## config.mk

```make
export PLATFORM = sky130hd
export DESIGN_NAME = edge_capture_top
export DESIGN_NICKNAME = d
export VERILOG_FILES = /design/src/rtl/edge_cap_pkg.sv /design/src/rtl/edge_cap_ctrl.sv /design/src/rtl/edge_cap_datapath.sv /design/src/rtl/edge_capture_top.sv
export SDC_FILE = /design/constraint.sdc
export NUM_CORES = 1
export LEC_CHECK = 0
export BUFFER_PORTS_ARGS = -buffer_cell sky130_fd_sc_hd__buf_4
export CAP_MARGIN = 20
export CORE_AREA = 3 3 147 149
export DETAILED_ROUTE_END_ITERATION = 8
export DIE_AREA = 0 0 150 152
export PLACE_DENSITY = 0.75
export SYNTH_ARGS = -nofsm -noshare
export SYNTH_HDL_FRONTEND = slang
export SYNTH_SLANG_ARGS = --single-unit
```

## constraint.sdc

```tcl
create_clock -name clk -period 4.46 [get_ports clk]
set_clock_uncertainty 0.2 [all_clocks]
set_input_delay 0 -clock clk [delete_from_list [all_inputs] [get_ports clk]]
set_output_delay 0 -clock clk [all_outputs]
set_load 0.01 [all_outputs]
```

## src/rtl/edge_cap_pkg.sv

```systemverilog
package edge_cap_pkg;

  typedef enum logic [1:0] {
    MODE_OFF  = 2'd0,
    MODE_ANY  = 2'd1,
    MODE_FALL = 2'd2,
    MODE_RISE = 2'd3
  } edgeMode_e;

  localparam int FLAG_W        = 4;
  localparam int FLAG_TIMEOUT  = 0;
  localparam int FLAG_CAPTURE  = 1;
  localparam int FLAG_HALF     = 2;
  localparam int FLAG_OVERFLOW = 3;

  // Strobes from control to datapath, valid for one cycle
  typedef struct packed {
    logic clear;    // synchronous clear of counter and store
    logic run;      // counter advances this cycle
    logic capture;  // qualifying edge seen, push sample
    logic restart;  // counter returns to zero
    logic pop;      // host removes head sample
  } capStrobe_t;

endpackage

```

## src/rtl/edge_cap_ctrl.sv

```systemverilog
module edge_cap_ctrl
  import edge_cap_pkg::*;
#(
  parameter int SYNC_STAGES = 2,
  parameter int DEPTH       = 8,
  parameter int HALF_LEVEL  = 4,
  parameter int LEVEL_W     = 4
) (
  input  logic               clk,
  input  logic               rstN,
  input  logic               pinIn,
  input  logic               enable,
  input  logic               clear,
  input  logic [1:0]         edgeMode,
  input  logic               popStrobe,
  input  logic               atEnd,
  input  logic [LEVEL_W-1:0] fifoLevel,
  input  logic [FLAG_W-1:0]  intEnable,
  input  logic [FLAG_W-1:0]  flagClr,
  output capStrobe_t         strobe,
  output logic [FLAG_W-1:0]  flags,
  output logic               irq
);

  localparam logic [LEVEL_W-1:0] FULL_LVL = LEVEL_W'(DEPTH);
  localparam logic [LEVEL_W-1:0] HALF_LVL = LEVEL_W'(HALF_LEVEL);

  // Synchronizer chain for the asynchronous pin
  logic syncQ [SYNC_STAGES];

  genvar g;
  for (g = 0; g < SYNC_STAGES; g++) begin : gSync
    if (g == 0) begin : gFirst
      always_ff @(posedge clk or negedge rstN) begin
        if (!rstN) syncQ[0] <= 1'b0;
        else       syncQ[0] <= pinIn;
      end
    end else begin : gNext
      always_ff @(posedge clk or negedge rstN) begin
        if (!rstN) syncQ[g] <= 1'b0;
        else       syncQ[g] <= syncQ[g-1];
      end
    end
  end

  logic pinNow;
  logic pinLast;
  assign pinNow = syncQ[SYNC_STAGES-1];

  always_ff @(posedge clk or negedge rstN) begin
    if (!rstN) pinLast <= 1'b0;
    else       pinLast <= pinNow;
  end

  logic riseSeen;
  logic fallSeen;
  logic edgeHit;
  assign riseSeen = pinNow & ~pinLast;
  assign fallSeen = ~pinNow & pinLast;

  always_comb begin
    unique case (edgeMode_e'(edgeMode))
      MODE_ANY:  edgeHit = riseSeen | fallSeen;
      MODE_FALL: edgeHit = fallSeen;
      MODE_RISE: edgeHit = riseSeen;
      default:   edgeHit = 1'b0;
    endcase
  end

  // Event decode
  logic active;
  logic captureEv;
  logic timeoutEv;
  logic overflowEv;
  logic halfEv;
  logic fifoFull;

  assign active     = enable & ~clear;
  assign captureEv  = active & edgeHit;
  assign timeoutEv  = active & atEnd & ~edgeHit;
  assign fifoFull   = (fifoLevel == FULL_LVL);
  assign overflowEv = captureEv & fifoFull & ~popStrobe;
  assign halfEv     = (fifoLevel >= HALF_LVL);

  always_comb begin
    strobe         = '0;
    strobe.clear   = clear;
    strobe.run     = active;
    strobe.capture = captureEv;
    strobe.restart = captureEv | timeoutEv;
    strobe.pop     = popStrobe & ~clear;
  end

  // Sticky flags, write-1-to-clear, set wins
  logic [FLAG_W-1:0] flagSet;
  always_comb begin
    flagSet                = '0;
    flagSet[FLAG_TIMEOUT]  = timeoutEv;
    flagSet[FLAG_CAPTURE]  = captureEv;
    flagSet[FLAG_HALF]     = halfEv;
    flagSet[FLAG_OVERFLOW] = overflowEv;
  end

  always_ff @(posedge clk or negedge rstN) begin
    if (!rstN)      flags <= '0;
    else if (clear) flags <= '0;
    else            flags <= (flags & ~flagClr) | flagSet;
  end

  assign irq = |(flags & intEnable);

endmodule

```

## src/rtl/edge_cap_datapath.sv

```systemverilog
module edge_cap_datapath
  import edge_cap_pkg::*;
#(
  parameter int SAMPLE_W = 26,
  parameter int DEPTH    = 8,
  parameter int READ_W   = 32,
  parameter int LEVEL_W  = 4
) (
  input  logic                clk,
  input  logic                rstN,
  input  capStrobe_t          strobe,
  input  logic [SAMPLE_W-1:0] countEnd,
  output logic                atEnd,
  output logic [LEVEL_W-1:0]  level,
  output logic [READ_W-1:0]   readWord
);

  localparam int PTR_W = (DEPTH > 1) ? $clog2(DEPTH) : 1;
  localparam logic [LEVEL_W-1:0] FULL_LVL = LEVEL_W'(DEPTH);
  localparam logic [PTR_W-1:0]   LAST_PTR = PTR_W'(DEPTH - 1);

  function automatic logic [PTR_W-1:0] nextPtr(input logic [PTR_W-1:0] p);
    return (p == LAST_PTR) ? '0 : p + 1'b1;
  endfunction

  // Interval counter
  logic [SAMPLE_W-1:0] count;
  logic [SAMPLE_W-1:0] sample;
  assign sample = count + 1'b1;
  assign atEnd  = (count == countEnd);

  always_ff @(posedge clk or negedge rstN) begin
    if (!rstN)                count <= '0;
    else if (strobe.clear)    count <= '0;
    else if (strobe.run) begin
      if (strobe.restart)     count <= '0;
      else                    count <= sample;
    end
  end

  // Sample store
  logic [SAMPLE_W-1:0] store [DEPTH];
  logic [PTR_W-1:0]    wrPtr;
  logic [PTR_W-1:0]    rdPtr;
  logic                popOk;
  logic                pushOk;

  assign popOk  = strobe.pop && (level != '0);
  assign pushOk = strobe.capture && ((level != FULL_LVL) || popOk);

  always_ff @(posedge clk) begin
    if (pushOk && !strobe.clear) store[wrPtr] <= sample;
  end

  always_ff @(posedge clk or negedge rstN) begin
    if (!rstN) begin
      wrPtr <= '0;
      rdPtr <= '0;
      level <= '0;
    end else if (strobe.clear) begin
      wrPtr <= '0;
      rdPtr <= '0;
      level <= '0;
    end else begin
      if (pushOk) wrPtr <= nextPtr(wrPtr);
      if (popOk)  rdPtr <= nextPtr(rdPtr);
      unique case ({pushOk, popOk})
        2'b10:   level <= level + 1'b1;
        2'b01:   level <= level - 1'b1;
        default: level <= level;
      endcase
    end
  end

  assign readWord = (level != '0) ? READ_W'(store[rdPtr]) : '0;

endmodule

```

## src/rtl/edge_capture_top.sv

```systemverilog
module edge_capture_top
  import edge_cap_pkg::*;
#(
  parameter int SAMPLE_W    = 26,
  parameter int DEPTH       = 8,
  parameter int HALF_LEVEL  = 4,
  parameter int SYNC_STAGES = 2,
  parameter int READ_W      = 32,
  parameter int LEVEL_W     = $clog2(DEPTH + 1)
) (
  input  logic                clk,
  input  logic                rstN,
  input  logic                pinIn,
  input  logic                enable,
  input  logic                clear,
  input  logic [1:0]          edgeMode,
  input  logic [SAMPLE_W-1:0] countEnd,
  input  logic                popStrobe,
  output logic [READ_W-1:0]   popData,
  output logic [LEVEL_W-1:0]  fifoLevel,
  input  logic [FLAG_W-1:0]   intEnable,
  input  logic [FLAG_W-1:0]   flagClr,
  output logic [FLAG_W-1:0]   flags,
  output logic                irq
);

  capStrobe_t strobe;
  logic       atEnd;

  edge_cap_ctrl #(
    .SYNC_STAGES(SYNC_STAGES),
    .DEPTH      (DEPTH),
    .HALF_LEVEL (HALF_LEVEL),
    .LEVEL_W    (LEVEL_W)
  ) uCtrl (
    .clk      (clk),
    .rstN     (rstN),
    .pinIn    (pinIn),
    .enable   (enable),
    .clear    (clear),
    .edgeMode (edgeMode),
    .popStrobe(popStrobe),
    .atEnd    (atEnd),
    .fifoLevel(fifoLevel),
    .intEnable(intEnable),
    .flagClr  (flagClr),
    .strobe   (strobe),
    .flags    (flags),
    .irq      (irq)
  );

  edge_cap_datapath #(
    .SAMPLE_W(SAMPLE_W),
    .DEPTH   (DEPTH),
    .READ_W  (READ_W),
    .LEVEL_W (LEVEL_W)
  ) uData (
    .clk     (clk),
    .rstN    (rstN),
    .strobe  (strobe),
    .countEnd(countEnd),
    .atEnd   (atEnd),
    .level   (fifoLevel),
    .readWord(popData)
  );

endmodule

```

### After elaboration in Yosys (flattened, before gate mapping)

Memories as Yosys holds them, arrays and structs flattened.
Cells that the tools add are included.
Widths: inputs -> output; s select.

* word-level logic and storage cells: 72
* latch bits: 0
* bits of input ports: 42
* output and inout bits: 41
* memory bits (read-only): 0
* bits in registers: 43
* bits in writable memories: 208
* memories: 1

* $add $sub $neg: 5
* divide/modulo/power cells: 0
* multipliers: 0
* bitwise gates (word level): 20
* equality and inequality tests: 10
* order comparisons: 1
* mux-type cells: 16
* reduce and logical (&&, ||, !) cells: 11
* shift-type cells: 0

Memory list
* uData.store: words 8, bits a word 26, rd ports 1, clocked after Yosys merged registers in 0, write ports 1, line edge_cap_datapath.sv:42 `logic [SAMPLE_W-1:0] store [DEPTH];`

Operator list (count)
* $mux 26: 4
* $add 26x1->26 const B: 1
* $eq 26x26->1: 1
* $mux 3: 6
* $and 1x1->1: 9
* $and 4x4->4: 2
* $mux 4: 2
* $pmux 4 s2: 1
* $add 3x1->3 const B: 2
* $eq 2x2->1 const B: 3
* $eq 3x3->1 const B: 2
* $reduce_bool 2->1: 3
* $not 1->1: 5
* $add 4x1->4 const B: 1
* $eq 2x1->1 const B: 2
* $eq 4x4->1 const B: 1
* $ge 4x3->1 const B: 1
* $ne 4x4->1 const B: 1
* $not 4->4: 1
* $or 4x4->4: 1
* $reduce_bool 4->1: 1
* $reduce_or 4->1: 1
* $sub 4x1->4 const B: 1
* $logic_and 1x1->1: 3
* other kinds (6): 8

### Logic depth before layout (Yosys ltp)

Gate-level depths: netlist of the first run.

* depth after elaboration: 10
* depth in mapped cells: 11
* mapped depth without buffers: 11

### Hierarchy

From an unflattened synthesis of the first run, not the netlist that was laid out.

* cells, all modules: 703
* area total of the unflattened synthesis: 11160.7 sq um

By module, submodules not included
* edge_cap_datapath: cells an instance 664, area an instance 10767.8 sq um, instances 1, sequential area each 7146.9 sq um
* edge_cap_ctrl: cells an instance 39, area an instance 392.9 sq um, instances 1, sequential area each 175.2 sq um

### Worst setup path after synthesis of the first run

Ideal clock, no wire load.

* path kind: register to register
* start: reg uCtrl.pinLast
* end: mem uData.store[0][0] (enable)
* cell stages (with the launch flop): 8
* path buffers: 0
* data arrival time: 3558 ps
* data required time: 3818 ps
* setup time: 442 ps
* setup slack: 260 ps
* clock period less this slack: 4200 ps
* cells stage by stage: dfrtp_1 inv_1 ha_1 nor3b_2 a22oi_2 or3_1 or2_2 nor3_1

* cells in the longest elaborated chain, start to end: 9
* elaborated cells between the ends (all ways): 10
* those cells by class: 3 x mux; 5 x bitwise; 2 x reduce/logical

Ends and longest elaborated chain
* start, declared: line edge_cap_ctrl.sv:47 `logic pinLast;`
* start signal, assigned: line edge_cap_ctrl.sv:52 `else pinLast <= pinNow;`
* $not 1->1: line edge_cap_ctrl.sv:58 `assign riseSeen = pinNow & ~pinLast;`
* $and 1x1->1: line edge_cap_ctrl.sv:58
* $or 1x1->1: line edge_cap_ctrl.sv:63 `MODE_ANY: edgeHit = riseSeen | fallSeen;`
* $pmux 1 s3 *: line edge_cap_ctrl.sv:62 `unique case (edgeMode_e'(edgeMode))`
* $and 1x1->1 *: line edge_cap_ctrl.sv:79 `assign captureEv = active & edgeHit;`
* $logic_and 1x1->1 *: line edge_cap_datapath.sv:49 `assign pushOk = strobe.capture && ((level != FULL_LVL) || popOk);`
* $logic_and 1x1->1 *: line edge_cap_datapath.sv:52 `if (pushOk && !strobe.clear) store[wrPtr] <= sample;`
* $mux 1 *: line edge_cap_datapath.sv:52
* $mux 1 (implied by the code) *: line edge_cap_datapath.sv:52
* end, declared: line edge_cap_datapath.sv:42

Every way passes the cells marked *; elsewhere a longest branch is shown, timed or not.

### Worst setup path after layout of the first run

* start: reg uCtrl.pinLast
* end: mem uData.store[2][15] (enable)

Same word-level chain as after synthesis.

==> impl_results.md, run 1 <==
- Design area: roughly 13000 um2
- Largest net degree at the start of global routing: 56
- Period utilisation layout: 76.22%
- Yosys top cell area share: a little under three fifths
- CP Launch Type: flop
- Count leader, synth: edfxtp_1
- Critical Path RT: about 4500 ps
- Initial DRC count: between 400 and 500
- Hold depth: 3
- Post-route ant nets: 0
- Dominant cells by area after synthesis: edfxtp_1, mux4_2, dfrtp_1
- Synth cell count leaders: edfxtp_1, mux4_2, nor2_1
- Post-Syn Area: between 10000 and 15000 um2
- Fin worst setup slack: 1061 ps
- Worst-Margin Slew: 976.6 ps
- Reg-to-reg startpoint: uCtrl.pinLast
- Final min period: ~3400 ps
- Number of flops mapped to enable cells by yosys: between 200 and 250
- Port bufs: between 70 and 80
- Placed inst area: around 12000 um2
- DRT Pass-1 Iters: 4
- Reg2reg end: uData.store[2][15]
- Met3 Wirelength: 1374 um
- Critical path peak fanout: 16
- Synth Area in Compound Gates: 3.019%
- Clock root buffer: clkbuf_16
- Asr flop ratio synth: 17.13%
- Post-place setup slack: 1051 ps
- Peak supply drop: roughly 0.25 mV
- Number of global-route vias before repair: ~6500
- Outcome: complete, no violations
- DRC viols: 0
- First-pass GRT wire length: about 36000 um
- Final hold slack: between 100 and 150 ps
- Biggest area consumer among synthesized cells: edfxtp_1
- Vias per cell: between 5 and 6
- Post-Synth XOR/XNOR Area: 4.082%
- Dpl cells: about 990
- RePlAce Congestion: approximately 0.85
- Primary FF master, synth: edfxtp_1
- Adder-Cell Fraction of Synth Area: 1.029%
- Worst EP arrival: 3400 ps
- Final non-filler cell total: 1062
- Final hold vios: 0
- CTS clock-pin slew for the worst setup and hold paths: around 60 ps
- Worst r2r path cells: 8
- Post-CTS setup buffer count: 0
- Max Cap Viol: 0
- Die height: between 150 and 200 um
- Initial antenna violation count: 0
- PwrDens: 430.8 nW/um2
- Simple-gate share of the synthesized area: 8.610%
- GRT overflow: 0
- Mean post-synth cell area: roughly 16 um2
- # setup viols final: 0
- Total core area: 20300 um2
- Post-cts resize count: 0
- #FFs+latches synth: 251
- Total Nets Final: between 800 and 900
- CTS tree: yes
- Relative slew slack: 34.89%
- Mux contribution to synthesized area: 13.82%
- Slack of the worst reg-to-reg path: 1060 ps
- Cts hold-fix bufs: 22
- Synth warn: 0
- Slowest stage delay, CP: between 500 and 600 ps
- Highest routed layer: met4
- H-tree depth: 1
- P_leak: 0.004659 uW
- Met1 wire length: around 9300 um
- Diode count: 0
- HP Start: clear
- Routed wl met2: 11530 um
- CTS Buffer Depth: 3
- Initial core utilization: 53.91%
- Clock latency on the worst-skew pair: 520 ps
- Total number of vias: between 6000 and 7000
- # clock sinks: 251
- Wire per inst: 21.30 um
- CP max-delay cell: nor2_2
- Worst Setup End Kind: flop
- Rows: 52
- Cells after synthesis: 676
- Post-synth cell types: 50
- CTS buffer count: 25
- Unrepaired setup endpoints after global routing: no
- Share of layout cells above drive strength 1: 26.52%
- Detailed Place HPWL: 13990 um
- Tightest Hold Check Type: input pin to flop
- Register area share after synthesis: 66.91%
- Setup TNS: 0 ps
- Crit-path cells: inv_1 > ha_1 > nor3b_2 > a22oi_2 > or3_1 > or2_2 > nor2_2 > buf_4
- Die Area: 22800 um2
- Final WL: 22620 um
- Max Slew Vio Count: 0
- Area delta synth->final: 17.85%
- Gr usage total: between 20% and 30%
- Crit path kind: flop to flop
- Hold EP: uData.level[2]
- Main combinational cell family by area after synthesis: multiplexers
- Fmax: 294.2 MHz
- IO Count: 83
- Die width: 150 um
-- worst max-delay path by stage --
| stage | startpoint | end | slack [ps] | depth (start not counted) |
|---|---|---|---|---|
| 6_report | uCtrl.pinLast | uData.store[2][15] | 1060 | 8 |
| 4_1_cts | uCtrl.pinLast | uData.store[2][15] | 1010 | 8 |
| 3_5_place_dp | uCtrl.pinLast | uData.store[2][25] | 1050 | 8 |
| 2_1_floorplan | uCtrl.pinLast | uData.store[0][0] | 260 | 7 |
| 3_3_place_gp | uCtrl.pinLast | uData.store[2][19] | 1200 | 8 |
| 5_1_grt | uCtrl.pinLast | uData.store[2][15] | 870 | 8 |
-- where the power goes --
group	leakage, uW	switching, uW	total [uW]	internal [uW]
clock network	0.000417	839	2160	1320
logic	0.00171	380	815	435
registers	0.00254	45.2	2580	2540
-- layout by cell type (no fill, tap or decap), types with 5 or more instances in the layout --
master,Yosys,layout
o21ai_0,15,15
a32o_1,10,10
clkbuf_16,0,25
dfrtp_1,43,41
xor2_1,8,8
nor2_1,48,42
conb_1,1,6
dlygate4sd3_1,0,21
xnor2_1,43,43
nand3_1,13,13
mux4_2,52,52
bufinv_16,0,5
clkinv_1,0,5
nand4_1,11,11
nor2_2,0,6
nor3_1,16,14
nand2_1,40,40
edfxtp_1,208,208
a21oi_1,7,7
mux2i_1,30,30
nand2b_1,10,10
inv_1,8,8
ha_1,9,9
and3_1,12,12
buf_4,8,90
-- cell families after synthesis --
| family | Yosys count |
|---|---|
| flops | 251 |
| simple gates | 175 |
| mux | 85 |
| buf+inv | 55 |
| xor+xnor | 51 |
| compound gates | 49 |
| fa+ha+maj | 9 |
| other cells | 1 |
-- through the flow --
stage          power [uW]  utilization [%]
2_1_floorplan        3134                -
3_3_place_gp         3412            57.99
3_5_place_dp         3428            57.99
4_1_cts              5597            63.39
5_1_grt              5778            63.53
6_report             5556            63.53
-- critical path: cells and delay by family (launching register included) --
family | cells | cell delay, ps
and+or+nand+nor | 4 | 1610
buffers and inverters | 2 | 430
DFF | 1 | 360
adders and majority gates | 1 | 300
AOI/OAI and AO/OA | 1 | 180
-- area by class of cell --
class | instances | area, um2
Sequential cell | 251 | 7327
Tap cell | 270 | 337.8
Multi-Input combinational cell | 375 | 3401
Clock buffer | 26 | 629.4
Clock inverter | 19 | 230.2
Inverter | 8 | 30.03
Fill cell | 1443 | 7403
Timing Repair Buffer | 113 | 940.9
-- metal layers --
layer,track usage (%),vias up
li1,-,2782
met1,27.93,3131
met2,34.18,230
met3,2.383,30
met4,4.749,0
met5,0,-
-- flip-flops by register name, indices dropped and copies added (netlist names) --
signal         flops
uCtrl.pinLast      1
uData.count       26
uCtrl.flags        4
uCtrl.syncQ        1
uData.store      208
uData.wrPtr        3
uData.level        4
uData.rdPtr        3
uCtrl.pinNow       1
(Power assumes the default switching activity.)
==> inputs of run 2 (changes only) <==
==> constraint.sdc (replaced) <==
create_clock -name clk -period 2.8 [get_ports clk]
set_clock_uncertainty 0.2 [all_clocks]
set_input_delay 0 -clock clk [delete_from_list [all_inputs] [get_ports clk]]
set_output_delay 0 -clock clk [all_outputs]
set_load 0.01 [all_outputs]
==> impl_results.md, run 2 (synthesis gave the netlist of run 1 again) <==
- PwrDens: 657.0 nW/um2
- Unrepaired setup endpoints after global routing: yes
- CP max-delay cell: dfrtp_1
- Worst Setup End Kind: flop
- Clock root buffer: clkbuf_16
- Slack of the worst reg-to-reg path: 30 ps
- Post-place setup slack: -86.59 ps
- RePlAce Congestion: between 0.8 and 0.9
- Tightest Hold Check Type: input pin to primary output
- Fmax: 360.7 MHz
- Final non-filler cell total: 1101
- GRT overflow: 0
- Slowest stage delay, CP: between 300 and 400 ps
- Relative slew slack: 35.83%
- Total core area: 20300 um2
- IO Count: 83
- CP most frequent cell: mux2_4
- Critical path peak fanout: 3
- CTS clock-pin slew for the worst setup and hold paths: 70 ps
- Die Area: roughly 23000 um2
- CTS buffer count: 24
- Final hold vios: 0
- Area delta synth->final: 22.65%
- P_leak: 0.004896 uW
- Multi-input gate area: 3501 um2
- Gr usage total: 19.95%
- CTS tree: yes
- Crit path kind: flop to flop
- Detailed Place HPWL: 14000 um
- Dpl cells: 1020
- Worst EP arrival: 3000 ps
- Initial antenna violation count: 0
- # setup viols final: 0
- Max Cap Viol: 0
- Hold depth: 4
- Peak supply drop: ~0.37 mV
- Crit-path cells: inv_1 > ha_2 > mux2_4 > a22oi_2 > and4bb_4 > ha_4 > o21ai_2 > nand2b_1 > mux2_4 > or3_4 > a21oi_2
- Largest Register: uData.store
- # clock sinks: approximately 250
- Share of layout cells above drive strength 1: 30.93%
- Worst r2r path cells: 11
- Final WL: 23010 um
- CP Launch Type: flop
- Largest net degree at the start of global routing: 44
- Fin util: between 60% and 70%
- Total Nets Final: 865
- Critical Path RT: 3030 ps
- Rows: 52
- DRC viols: 0
- Final min period: 2772 ps
- Initial DRC count: between 400 and 500
- H-tree depth: 1
- Number of fill cells: 1394
- Number of global-route vias before repair: 6508
- Outcome: complete, no violations
- Worst-Margin Slew: 955.7 ps
- Post-route ant nets: 0
- Clock latency on the worst-skew pair: 510 ps
- Fin worst setup slack: 27.91 ps
- First-pass GRT wire length: 35760 um
- Busiest grt layer: met2
- Met2 GRT Util: 33.69%
- Reg area: between 7000 and 8000 um2
- CTS Buffer Depth: 3
- M3 GR Usage: 2.741%
- DRT Pass-1 Iters: 5
- Vias per cell: 5.786
- Largest registers: uData.store: 208 flops, uData.count: 26 flops
- Die width: 150 um
- Max Slew Vio Count: 0
- Port bufs: 76
- Max FFs per register: 208
- Die height: approximately 150 um
- Total number of vias: 6370
- Period utilisation layout: 99.00%
- Initial core utilization: 53.91%
- Diode count: 0
- Met1 Use GR: approximately 28%
- Wire per inst: 20.90 um
- Commonest non-fill, non-tap cell in the layout: edfxtp_1
- Leading cell types in the layout, fill and taps excluded: edfxtp_1, buf_4, mux4_2, xnor2_1, nor2_1
## run 2: cell count changes in the layout (fill, tap and decap cells not counted), sizes merged
cell / change
buf: +36
clkbuf: +2
bufinv: -1
dlymetal6s4s: +1
dlygate4sd3: +3
inv: -2
## run 2: worst paths after layout
check	start	end
min in group asynchronous	rstN	uCtrl.flags[0]
hold / removal	intEnable[3]	irq
max in group asynchronous	rstN	uData.rdPtr[0]
setup reg to reg	uCtrl.pinNow	uData.level[3]
setup / recovery	uCtrl.pinNow	uData.level[3]
hold reg to reg	uCtrl.syncQ[1]	uCtrl.pinNow
## run 2: final cells by class
type / count / area share (%)
sequential: 251 / 54.61
multi-input combinational: 375 / 26.08
clock buffer: 27 / 4.717
clock inverter: 16 / 1.417
inverter: 8 / 0.2237
tap: 270 / 2.517
timing repair buffer: 154 / 10.43
## run 2: per-layer routing
layer / vias up / wire [um]
met2: 229 / 11860
met5: - / 0
met1: 3225 / 9408
met4: 0 / 435
li1: 2875 / -
met3: 41 / 1308
## run 2: through the flow
step | cell area [um2] | total power [uW] | TNS (ps) | hold WS [ps]
floorplan | 11040 | 4996 | -8180 | -495.6
global placement | 12140 | 5485 | 0 | -173.6
detailed placement | 12140 | 5515 | -86.59 | -166.8
CTS | 13270 | 8875 | 0 | 6.752
global route | 13420 | 9161 | -57.63 | 122.7
finish | 13420 | 8818 | 0 | 101.0
## run 2: where the power goes
| part | leakage (uW) | internal [uW] | switching, uW |
|---|---|---|---|
| registers | 0.00252 | 4040 | 88.3 |
| logic | 0.00197 | 729 | 626 |
| clock network | 0.000403 | 2000 | 1330 |
## run 2: timing repair
item,CTS,global route
gates cloned,0,2
hold endpoints to repair,84,0
gates resized for setup,1,12
hold buffers,26,0
buffers inserted,2,8
pin swaps,2,9
setup endpoints to repair,3,54
## run 2: critical path, delay by kind of cell (launching register included)
kind            cells  cell delay, ps
compound gates      3             390
fa+ha+maj           2             380
buf+inv             1              60
flops               1             380
mux                 2             550
simple gates        3             740
==> inputs of run 3 (changes only) <==
--- a/config.mk
+++ b/config.mk
@@ -5,7 +5,7 @@
 export SDC_FILE = /design/constraint.sdc
 export NUM_CORES = 1
 export LEC_CHECK = 0
-export BUFFER_PORTS_ARGS = -buffer_cell sky130_fd_sc_hd__buf_4
+export BUFFER_PORTS_ARGS = -buffer_cell sky130_fd_sc_hd__buf_2
 export CAP_MARGIN = 20
 export CORE_AREA = 3 3 147 149
 export DETAILED_ROUTE_END_ITERATION = 8
==> constraint.sdc (replaced) <==
create_clock -name clk -period 2.5 [get_ports clk]
set_clock_uncertainty 0.2 [all_clocks]
set_input_delay 0 -clock clk [delete_from_list [all_inputs] [get_ports clk]]
set_output_delay 0 -clock clk [all_outputs]
set_load 0.01 [all_outputs]
==> impl_results.md, run 3 (synthesis gave the netlist of run 1 again) <==
- Fin worst setup slack: -316.4 ps
- Area delta synth->final: 29.57%
- Initial core utilization: between 50 and 60%
- Peak supply drop: approximately 0.48 mV
- Reg-to-reg startpoint: uCtrl.pinLast
- Die Area: 22800 um2
- Max FFs per register: 208
- Relative slew slack: 32.81%
- Diode count: 0
- Sw Ratio: 24.47%
- Tightest Hold Check Type: input pin to flop
- CTS tree: yes
- Rows: 52
- Final WL: 27310 um
- DRC viols: 0
- Total Nets Final: approximately 930
- Clk pwr share: 36.7%
- Critical path peak fanout: 7
- Post-route ant nets: 0
- Worst EP arrival: 2850 ps
- Largest net degree at the start of global routing: 52
- Unrepaired setup endpoints after global routing: yes
- Detailed Place HPWL: 15170 um
- Final hold vios: 9
- Number of global-route vias before repair: approximately 7000
- Worst Setup End Kind: flop
- Worst-Margin Slew: 1008 ps
- IO Count: 83
- Gr usage total: 22.64%
- # clock sinks: 251
- Gate power share: 16.4%
- Outcome: finished with violations
- CTS buffer count: 25
- Port bufs: 76
- Violated checks: hold timing, setup timing
- Commonest non-fill, non-tap cell in the layout: edfxtp_1
- Vias per cell: 5.861
- HP Start: countEnd[22]
- CP Launch Type: flop
- Max Slew Vio Count: 0
- First-pass GRT wire length: 39940 um
- Wire per inst: roughly 23 um
- Fmax: 355.1 MHz
- Leading cell types in the layout, fill and taps excluded: edfxtp_1, buf_2, buf_4, mux4_2, nor2_1
- Seq pwr share: 46.9%
- CTS Buffer Depth: 3
- Final hold slack: -19.59 ps
- DRT Pass-1 Iters: 4
- Placed inst area: 12250 um2
- CTS clock-pin slew for the worst setup and hold paths: 60 ps
- Critical Path RT: about 2500 ps
- Crit path kind: flop to flop
- PnR Total Power: 9780 uW
- Total number of vias: slightly below 7000
- Initial DRC count: 536
- Period utilisation layout: 112.7%
- PwrDens: ~690 nW/um2
- GRT overflow: 0
- P_leak: 0.005285 uW
- Design area: about 14000 um2
- Die height: 152 um
- Setup crit start: uCtrl.pinLast
- Clock latency on the worst-skew pair: 520 ps
- Largest registers: uData.store: 208 flops, uData.count: 26 flops
- Internal: 7387 uW
- Max Cap Viol: 0
- Fin util: 69.85%
- Switching power: 2393 uW
- Share of layout cells above drive strength 1: between 30% and 40%
- H-tree depth: 1
- Total core area: 20300 um2
- Largest Register: uData.store
- # setup viols final: between 200 and 250
- Initial antenna violation count: 0
- Final min period: 2816 ps
- Die width: 150 um
- RePlAce Congestion: 0.8549
- Clock root buffer: clkbuf_16
run 3: changes by cell type in the layout (fill, tap and decap cells not counted), sizes merged:
cell and change:
inv +1, bufinv -2, buf +49, dlymetal6s4s -1, clkbuf +6, dlygate4sd3 +15
run 3: layout make-up:
cell class,instances,area (um2)
Clock buffer,29,640.6
Clock inverter,15,128.9
Fill cell,1286,6121
Inverter,8,35.03
Multi-Input combinational cell,375,3601
Sequential cell,251,7327
Tap cell,270,337.8
Timing Repair Buffer,221,2108
run 3: per-layer routing:
metal | up-vias | track usage (%) | part of all wire (%)
met2 | 269 | 38.39 | 52
met5 | - | 0 | 0
met4 | 0 | 5.577 | 2.2
met1 | 3524 | 31.45 | 40
li1 | 3010 | - | -
met3 | 48 | 2.949 | 5.8
run 3: power by group through the flow:
| stage | combinational [uW] | sequential (uW) | clock [uW] |
|---|---|---|---|
| 2_1_floorplan | 948 | 4650 | 0 |
| 3_3_place_gp | 1370 | 4680 | 0 |
| 3_5_place_dp | 1400 | 4680 | 0 |
| 4_1_cts | 1540 | 4580 | 3600 |
| 5_1_grt | 1750 | 4590 | 3790 |
| 6_report | 1610 | 4590 | 3590 |
run 3: worst paths after layout:
path	to	slack, ps	cells after the start
worst max-delay path	uData.store[0][0]	-320	9
worst min-delay path	uData.count[14]	-20	7
worst max register to register	uData.store[0][0]	-320	9
worst min register to register	uCtrl.pinNow	150	0
max in group asynchronous	uData.rdPtr[0]	1380	2
min in group asynchronous	uCtrl.flags[2]	0	2
run 3: what timing repair did:
item	4_1_cts	5_1_grt
resized for setup	30	37
pin swaps	3	10
hold endpoints to repair	84	4
setup endpoints to repair	241	284
setup buffers	22	6
cloned	6	7
hold buffers	30	10
run 3: critical path, cell delays in order, from the launching register on:
cell     delay, ps
dfrtp_1        390
inv_2           50
ha_1           300
nor3b_2        230
a22oi_2        140
or3_4          390
or2_4          280
nor3_4         220
buf_6          180
buf_16         140
run 3: metrics by stage:
stage	setup TNS [ps]	std cells	setup slack (ps)
after detailed placement	-31850	1048	-220.3
final	-56120	1169	-316.4
after global routing	-73100	1169	-387.6
after floorplan	-50170	681	-515.6
after global placement	-20550	1048	-158.0
after CTS	-26870	1149	-177.4
